--- src/rtl/vctl_pkg.sv ---
package vctl_pkg;
  localparam logic [7:0] A_MODE   = 8'h00;
  localparam logic [7:0] A_CFG0   = 8'h01;
  localparam logic [7:0] A_RB_A   = 8'h12;
  localparam logic [7:0] A_RB_B   = 8'h13;
  localparam logic [7:0] A_RB_C   = 8'h14;
  localparam logic [7:0] A_RB_CTL = 8'h16;
  localparam logic [7:0] A_SRST   = 8'h17;
  localparam int SLEEP_BIT = 0;
  localparam int SRST_BIT  = 1;
  localparam int CTL_W     = 6;
  localparam logic [7:0] MODE_DEF = 8'h00;

  typedef struct packed {
    logic lock;
    logic blank;
    logic vs_b;
    logic hs_b;
    logic vs_a;
    logic hs_a;
  } ctl_pins_t;

  function automatic logic [7:0] cfg_default(input int k);
    return 8'hA1 + 8'(k);
  endfunction

  function automatic logic is_mapped(input int a, input int ncfg);
    return (a == int'(A_MODE)) || (a >= int'(A_CFG0) && a < int'(A_CFG0) + ncfg) ||
           (a == int'(A_RB_A)) || (a == int'(A_RB_B)) || (a == int'(A_RB_C)) ||
           (a == int'(A_RB_CTL)) || (a == int'(A_SRST));
  endfunction
endpackage

--- src/rtl/vctl_regs.sv ---
module vctl_regs
  import vctl_pkg::*;
#(
  parameter int AW   = 8,
  parameter int DW   = 8,
  parameter int NCFG = 4
) (
  input  logic                    clk,
  input  logic                    rst,
  input  logic                    wr,
  input  logic [AW-1:0]           addr,
  input  logic [DW-1:0]           wdata,
  output logic [DW-1:0]           mode_q,
  output logic [NCFG-1:0][DW-1:0] cfg_q,
  output logic                    srst_q
);
  logic hit_mode, hit_srst;
  assign hit_mode = wr && (addr == AW'(A_MODE));
  assign hit_srst = wr && (addr == AW'(A_SRST)) && wdata[SRST_BIT];

  always_ff @(posedge clk) begin
    if (rst || srst_q) begin
      mode_q <= DW'(MODE_DEF);
      srst_q <= 1'b0;
    end else begin
      srst_q <= hit_srst;
      if (hit_mode) mode_q <= wdata;
    end
  end

  always_ff @(posedge clk) begin
    for (int k = 0; k < NCFG; k++) begin
      if (rst || srst_q)
        cfg_q[k] <= DW'(cfg_default(k));
      else if (wr && (addr == AW'(int'(A_CFG0) + k)))
        cfg_q[k] <= wdata;
    end
  end

  // soft-reset bit never stays set for two cycles
  p_srst_self_clear_r7: assert property (@(posedge clk) disable iff (rst)
    srst_q |=> !srst_q);
  // one cycle after the soft-reset bit is seen, the mode register holds its default
  p_srst_defaults_r6: assert property (@(posedge clk) disable iff (rst)
    srst_q |=> (mode_q == DW'(MODE_DEF)));
endmodule

--- src/rtl/vctl_pins.sv ---
module vctl_pins
  import vctl_pkg::*;
#(
  parameter int DW = 8
) (
  input  logic            clk,
  input  logic            rst,
  input  logic            sleep,
  input  logic            pix_strobe,
  input  logic [DW-1:0]   pix_a,
  input  logic [DW-1:0]   pix_b,
  input  logic [DW-1:0]   pix_c,
  input  ctl_pins_t       ctl_in,
  output logic [3*DW-1:0] core_pix,
  output ctl_pins_t       core_ctl,
  output logic            core_strobe,
  output logic [DW-1:0]   rb_a,
  output logic [DW-1:0]   rb_b,
  output logic [DW-1:0]   rb_c,
  output ctl_pins_t       rb_ctl
);
  // Sleep ties data and strobe low, control pins (active-low syncs) high
  assign core_pix    = sleep ? '0 : {pix_c, pix_b, pix_a};
  assign core_ctl    = sleep ? '1 : ctl_in;
  assign core_strobe = pix_strobe & ~sleep;

  always_ff @(posedge clk) begin
    if (rst) begin
      rb_a   <= '0;
      rb_b   <= '0;
      rb_c   <= '0;
      rb_ctl <= '0;
    end else if (core_strobe) begin
      rb_a   <= pix_a;
      rb_b   <= pix_b;
      rb_c   <= pix_c;
      rb_ctl <= ctl_in;
    end
  end

  // no capture without an awake pixel strobe
  p_hold_no_strobe_r9: assert property (@(posedge clk) disable iff (rst)
    !(pix_strobe && !sleep) |=> ($stable(rb_a) && $stable(rb_b) && $stable(rb_c) && $stable(rb_ctl)));
endmodule

--- src/rtl/vctl_rdmux.sv ---
module vctl_rdmux
  import vctl_pkg::*;
#(
  parameter int AW   = 8,
  parameter int DW   = 8,
  parameter int NCFG = 4
) (
  input  logic                    clk,
  input  logic                    rst,
  input  logic                    rd,
  input  logic [AW-1:0]           addr,
  input  logic [DW-1:0]           mode_q,
  input  logic [NCFG-1:0][DW-1:0] cfg_q,
  input  logic                    srst_q,
  input  logic [DW-1:0]           rb_a,
  input  logic [DW-1:0]           rb_b,
  input  logic [DW-1:0]           rb_c,
  input  ctl_pins_t               rb_ctl,
  output logic [DW-1:0]           rdata
);
  logic [DW-1:0] nxt;

  always_comb begin
    nxt = '0;
    for (int k = 0; k < NCFG; k++)
      if (addr == AW'(int'(A_CFG0) + k)) nxt = cfg_q[k];
    if (addr == AW'(A_MODE))   nxt = mode_q;
    if (addr == AW'(A_RB_A))   nxt = rb_a;
    if (addr == AW'(A_RB_B))   nxt = rb_b;
    if (addr == AW'(A_RB_C))   nxt = rb_c;
    if (addr == AW'(A_RB_CTL)) nxt = DW'(rb_ctl);
    if (addr == AW'(A_SRST))   nxt[SRST_BIT] = srst_q;
  end

  always_ff @(posedge clk) begin
    if (rst)     rdata <= '0;
    else if (rd) rdata <= nxt;
  end

  // unmapped addresses read as zero
  p_unmapped_zero_r11: assert property (@(posedge clk) disable iff (rst)
    (rd && !is_mapped(int'(addr), NCFG)) |=> (rdata == '0));
endmodule

--- src/rtl/vid_ctl_bank.sv ---
module vid_ctl_bank
  import vctl_pkg::*;
#(
  parameter int AW   = 8,
  parameter int DW   = 8,
  parameter int NCFG = 4
) (
  input  logic              clk,
  input  logic              rst,
  input  logic [AW-1:0]     bus_addr,
  input  logic [DW-1:0]     bus_wdata,
  input  logic              bus_wr,
  input  logic              bus_rd,
  output logic [DW-1:0]     bus_rdata,
  input  logic              pix_strobe,
  input  logic [DW-1:0]     pix_a,
  input  logic [DW-1:0]     pix_b,
  input  logic [DW-1:0]     pix_c,
  input  logic              hsync_a,
  input  logic              vsync_a,
  input  logic              hsync_b,
  input  logic              vsync_b,
  input  logic              blank_in,
  input  logic              lock_in,
  output logic [3*DW-1:0]   core_pix,
  output logic [CTL_W-1:0]  core_ctl,
  output logic              core_strobe,
  output logic              drv_oe,
  output logic [NCFG*DW-1:0] cfg_out
);
  logic [DW-1:0]           mode_q;
  logic [NCFG-1:0][DW-1:0] cfg_q;
  logic                    srst_q;
  logic                    sleep;
  logic [DW-1:0]           rb_a, rb_b, rb_c;
  ctl_pins_t               rb_ctl, ctl_in, ctl_g;

  assign ctl_in  = '{lock: lock_in, blank: blank_in, vs_b: vsync_b,
                     hs_b: hsync_b, vs_a: vsync_a, hs_a: hsync_a};
  assign sleep   = mode_q[SLEEP_BIT];
  assign drv_oe  = ~sleep;
  assign cfg_out = cfg_q;
  assign core_ctl = ctl_g;

  vctl_regs #(.AW(AW), .DW(DW), .NCFG(NCFG)) u_regs (
    .clk(clk), .rst(rst), .wr(bus_wr), .addr(bus_addr), .wdata(bus_wdata),
    .mode_q(mode_q), .cfg_q(cfg_q), .srst_q(srst_q));

  vctl_pins #(.DW(DW)) u_pins (
    .clk(clk), .rst(rst), .sleep(sleep), .pix_strobe(pix_strobe),
    .pix_a(pix_a), .pix_b(pix_b), .pix_c(pix_c), .ctl_in(ctl_in),
    .core_pix(core_pix), .core_ctl(ctl_g), .core_strobe(core_strobe),
    .rb_a(rb_a), .rb_b(rb_b), .rb_c(rb_c), .rb_ctl(rb_ctl));

  vctl_rdmux #(.AW(AW), .DW(DW), .NCFG(NCFG)) u_rdmux (
    .clk(clk), .rst(rst), .rd(bus_rd), .addr(bus_addr), .mode_q(mode_q),
    .cfg_q(cfg_q), .srst_q(srst_q), .rb_a(rb_a), .rb_b(rb_b), .rb_c(rb_c),
    .rb_ctl(rb_ctl), .rdata(bus_rdata));

  // a write of 1 to the sleep bit drops the driver enable at the next edge
  p_sleep_entry_r3: assert property (@(posedge clk) disable iff (rst)
    (bus_wr && bus_addr == AW'(A_MODE) && bus_wdata[SLEEP_BIT] && !srst_q) |=> !drv_oe);
endmodule

--- config.mk ---
export PLATFORM = sky130hd
export DESIGN_NAME = vid_ctl_bank
export DESIGN_NICKNAME = d
export VERILOG_FILES = /design/src/rtl/vctl_pkg.sv /design/src/rtl/vctl_regs.sv /design/src/rtl/vctl_pins.sv /design/src/rtl/vctl_rdmux.sv /design/src/rtl/vid_ctl_bank.sv
export SDC_FILE = /design/constraint.sdc
export NUM_CORES = 1
export LEC_CHECK = 0
export BUFFER_PORTS_ARGS = -buffer_cell sky130_fd_sc_hd__buf_4
export CORE_UTILIZATION = 55
export CTS_BUF_LIST = sky130_fd_sc_hd__clkbuf_16
export DETAILED_ROUTE_END_ITERATION = 8
export PLACE_DENSITY_LB_ADDON = 0.15
export RECOVER_POWER = 25
export SETUP_SLACK_MARGIN = 0.15
export SYNTH_ARGS = -nofsm -noshare
export SYNTH_HDL_FRONTEND = slang
export SYNTH_HIERARCHICAL = 1
export SYNTH_SLANG_ARGS = --single-unit
--- constraint.sdc ---
create_clock -name clk -period 4.95 [get_ports clk]
set_input_delay 0.99 -clock clk [delete_from_list [all_inputs] [get_ports clk]]
set_output_delay 0.99 -clock clk [all_outputs]
set_load 0.01 [all_outputs]
==> impl_summary.txt <==
----------------------------------------------------
[Status]
  Result of the run ... finished clean

[STA]
  Post-route fraction of the period consumed by the critical path ... 67.16%
  Worst clock skew ... 0.007731 ns
  Smallest hold slack ... 0.4626 ns
  Setup violators final ... 0
  Sum Neg Setup Slack ... 0 ns
  Clock period minus final worst setup slack ... 3.324 ns
  Number of slew-limit violations in the final report ... 0
  Timing-limited maximum frequency ... 0.3008 GHz
  Smallest setup slack after layout ... 1.626 ns
  Final Hold Violating Endpoints ... 0
  Unrepaired setup endpoints after global routing ... false
  Worst Tran Pin Value ... 1.311 ns
  Rel. slew slack ... 12.40%

[Setup path]
  Capturing point of the worst reg2reg path ... u_pins/rb_a[6]$_SDFFE_PP0P_
  Worst setup path class ... input pin to output port
  Number of buffers and inverters on the critical path ... 2
  Data arrival at the endpoint of the critical path ... 2.33 ns
  Largest fanout of any net on the critical path ... 31
  Setup slack on the worst flop-to-flop path ... 2.71 ns
  Critical-path cell with the highest stage delay ... sky130_fd_sc_hd__clkbuf_1
  Type of element launching the critical path ... input pin
  Maximum single-stage delay on the critical path ... 0.93 ns
  Cells along the critical path ... clkbuf_1 > nor2b_1 > buf_4
  CP Data Required Time ... 3.96 ns
  Cell class contributing the biggest share of worst-path delay ... buffers and inverters
  Crit path depth ... 3
  R2r worst-path depth ... 3
  R2r startpoint ... u_regs/mode_q[0]$_SDFFE_PP0P_
  Critical path endpoint category ... output port

[Drt]
  Total length of routed wires ... 11400 microns
  Final routed wire length divided by cell count ... 16.71 microns
  Number of vias after detailed routing ... 3939
  Number of nets with antenna violations after routing ... 0
  Avg Vias per Cell ... 5.776
  Drt drc ... 0
  Count of routing violations after the opening detailed-route iteration ... 204
  1st-pass router iterations ... 5

[Logic synthesis]
  Most frequent cells after synthesis ... sky130_fd_sc_hd__dfxtp_1 (79), sky130_fd_sc_hd__mux2i_1 (45), sky130_fd_sc_hd__nand2b_1 (39), sky130_fd_sc_hd__nand2_1 (38), sky130_fd_sc_hd__nor2_1 (34)
  Syn Nets ... 532
  Synth unique cells ... 53
  Register area share after synthesis ... 36.42%
  Number of warnings reported in the yosys synthesis log ... 6
  Post-synth ARST share ... 0%
  Avg Cell Area, Syn ... 9.029 sq um
  Leading cell type by number of instances after synthesis ... sky130_fd_sc_hd__dfxtp_1
  Cell types occupying the most area after synthesis ... sky130_fd_sc_hd__dfxtp_1 (36%), sky130_fd_sc_hd__mux2i_1 (10%), sky130_fd_sc_hd__nand4bb_1 (7.8%), sky130_fd_sc_hd__nand2b_1 (5.6%), sky130_fd_sc_hd__nor2b_1 (3.9%)
  Number of synthesized flops with an enable pin ... 0
  Synthesized instance count ... 481
  Count of state elements after synthesis ... 79
  Dominant synthesized flop cell ... sky130_fd_sc_hd__dfxtp_1
  Fraction of synthesized cell area taken by the top area cell type ... 36.42%
  Synthesized area ... 0.004343 sq mm
  Cell taking the most area after synthesis ... sky130_fd_sc_hd__dfxtp_1

[Finish]
  Number of fill cells in the layout ... 637
  Area added between synthesis and finish ... 24.32%
  Antenna cell count ... 0
  Final instance area ... 0.005399 sq mm
  Final net count ... 626
  Share of post-route cells with drive strength above 1 ... 24.31%

[Hold path]
  Terminating pin of the worst hold path ... u_regs/mode_q[1]$_SDFFE_PP0P_
  Worst hold path class ... flop to flop
  Start point of the worst min-delay path ... u_regs/mode_q[1]$_SDFFE_PP0P_
  Hold Crit Depth ... 2

[Clock tree]
  TritonCTS clock tree ... built
  Depth of the CTS H-tree ... 3
  Clock Path Buffers ... 2
  Number of buffers inserted by post-CTS setup repair ... 0
  Total CTS buffers ... 9
  Clk pin slew, worst setup/hold paths ... 0.06 ns
  Clk sinks ... 79
  Clock insertion delay at the later pin of the skew report ... 0.33 ns
  Number of hold-repair buffers added at the cts stage ... 0
  CTS Root Buffer Type ... sky130_fd_sc_hd__clkbuf_16
  Post-CTS sizing ... 0

[Global routing]
  Largest net degree at the start of global routing ... 72
  First-pass GRT wire length ... 18240 microns
  Congestion Overflow GR ... 0
  Tot GR Track Use ... 27.49%
  Number of antenna violations at the first check in global routing ... 0
  Number of global-route vias before repair ... 3662

[Floorplanning]
  Die Wd ... 90.86 microns
  Die outline height ... 90.86 microns
  I/O pins ... 123
  Number of standard-cell rows in the floorplan ... 32
  Initial Util ... 56.49%
  Die Area ... 0.008256 sq mm
  Standard cell core area ... 0.007687 sq mm

[Placed design]
  Pre-CTS worst setup slack ... 1.794 ns
  Routability congestion estimate ... 0.8476
  Count of input and output buffers ... 122
  Post-place instance area ... 0.005157 sq mm
  Detail Placement HPWL ... 7750 microns

[Power and ir drop]
  Static Leak ... 2.259 nW
  Overall power consumption ... 1.512 mW
  Largest vdd supply drop ... 228.0 uV
  Power density over the cells ... 280.0 mW/mm^2

[Flow run]
  Max-Cap Viols ... 0

----------------------------------------------------
## cell usage in the layout (no fill, tap or decap), drive strengths merged, types with 4 or more instances in the layout
cell type,count
clkinv,4
or2,8
nor2,35
nor4b,4
clkbuf,25
buf,108
nor2b,28
a32o,6
nand2b,39
o21ai,39
nand4,4
a311oi,6
nand2,38
a21oi,14
o31a,6
mux2i,45
dfxtp,79
mux4,5
nor3,6
nand4bb,30
nand3,9
inv,9
or3,7
## flip-flops by register name, summed over array words and instances, names as in the netlist
register,cells
u_pins/rb_b,8
u_rdmux/rdata,8
u_pins/rb_c,8
u_pins/rb_ctl,6
u_pins/rb_a,8
u_regs/srst_q,1
u_regs/mode_q,8
u_regs/cfg_q,32
## stage by stage
stage	utilization (%)	instances
3_5_place_dp	67.09	666
3_3_place_gp	67.09	666
4_1_cts	71.04	682
2_1_floorplan	-	481
6_report	70.23	682
5_1_grt	70.23	682
## tightest hold or removal path, delay by kind of cell (launching register included)
family        cells  cell delay [ns]
flops             1             0.31
simple gates      1             0.05
mux               1             0.05
## area by class of cell
class / count / area, sq um / area share [%]
flip-flops and latches: 79 / 1583 / 29.32
clock inverters: 7 / 78.83 / 1.460
clock buffers: 9 / 225.2 / 4.171
repair buffers: 124 / 870.8 / 16.13
inverters: 7 / 26.28 / 0.4867
multi-input cells: 354 / 2487 / 46.07
well taps: 102 / 127.6 / 2.364
## how the worst max path moves through the flow
stage / startpoint / to / slack (ns)
3_3_place_gp: bus_addr[2] / u_regs/cfg_q[12]$_SDFFE_PP0P_ / 1.92
6_report: pix_strobe / core_strobe / 1.63
3_5_place_dp: bus_addr[2] / u_regs/cfg_q[8]$_SDFFE_PP0P_ / 1.79
4_1_cts: bus_addr[2] / u_regs/cfg_q[8]$_SDFFE_PP0P_ / 2.17
2_1_floorplan: pix_strobe / core_strobe / 2.62
5_1_grt: pix_strobe / u_pins/rb_a[6]$_SDFFE_PP0P_ / 1.51
## where the power goes
group | total, mW | switching, mW | internal [mW]
registers | 0.664 | 0.0113 | 0.653
clock network | 0.669 | 0.273 | 0.396
logic | 0.179 | 0.0928 | 0.0858
total | 1.51 | 0.378 | 1.13
## routing by layer
layer	vias up	track usage [%]	part of all wire, %
met1	1862	36.50	44
met5	-	0	0
met2	150	45.45	48
li1	1907	-	-
met4	0	8.995	1.7
met3	20	4.545	5.8
## cell families after synthesis
logic type             Yosys count  share of synthesized area (%)
AOI/OAI and AO/OA               85                          12.50
buffers and inverters           48                          6.396
DFF                             79                          36.42
muxes                           50                          13.14
and+or+nand+nor                219                          31.55
(Power assumes the default switching activity.)
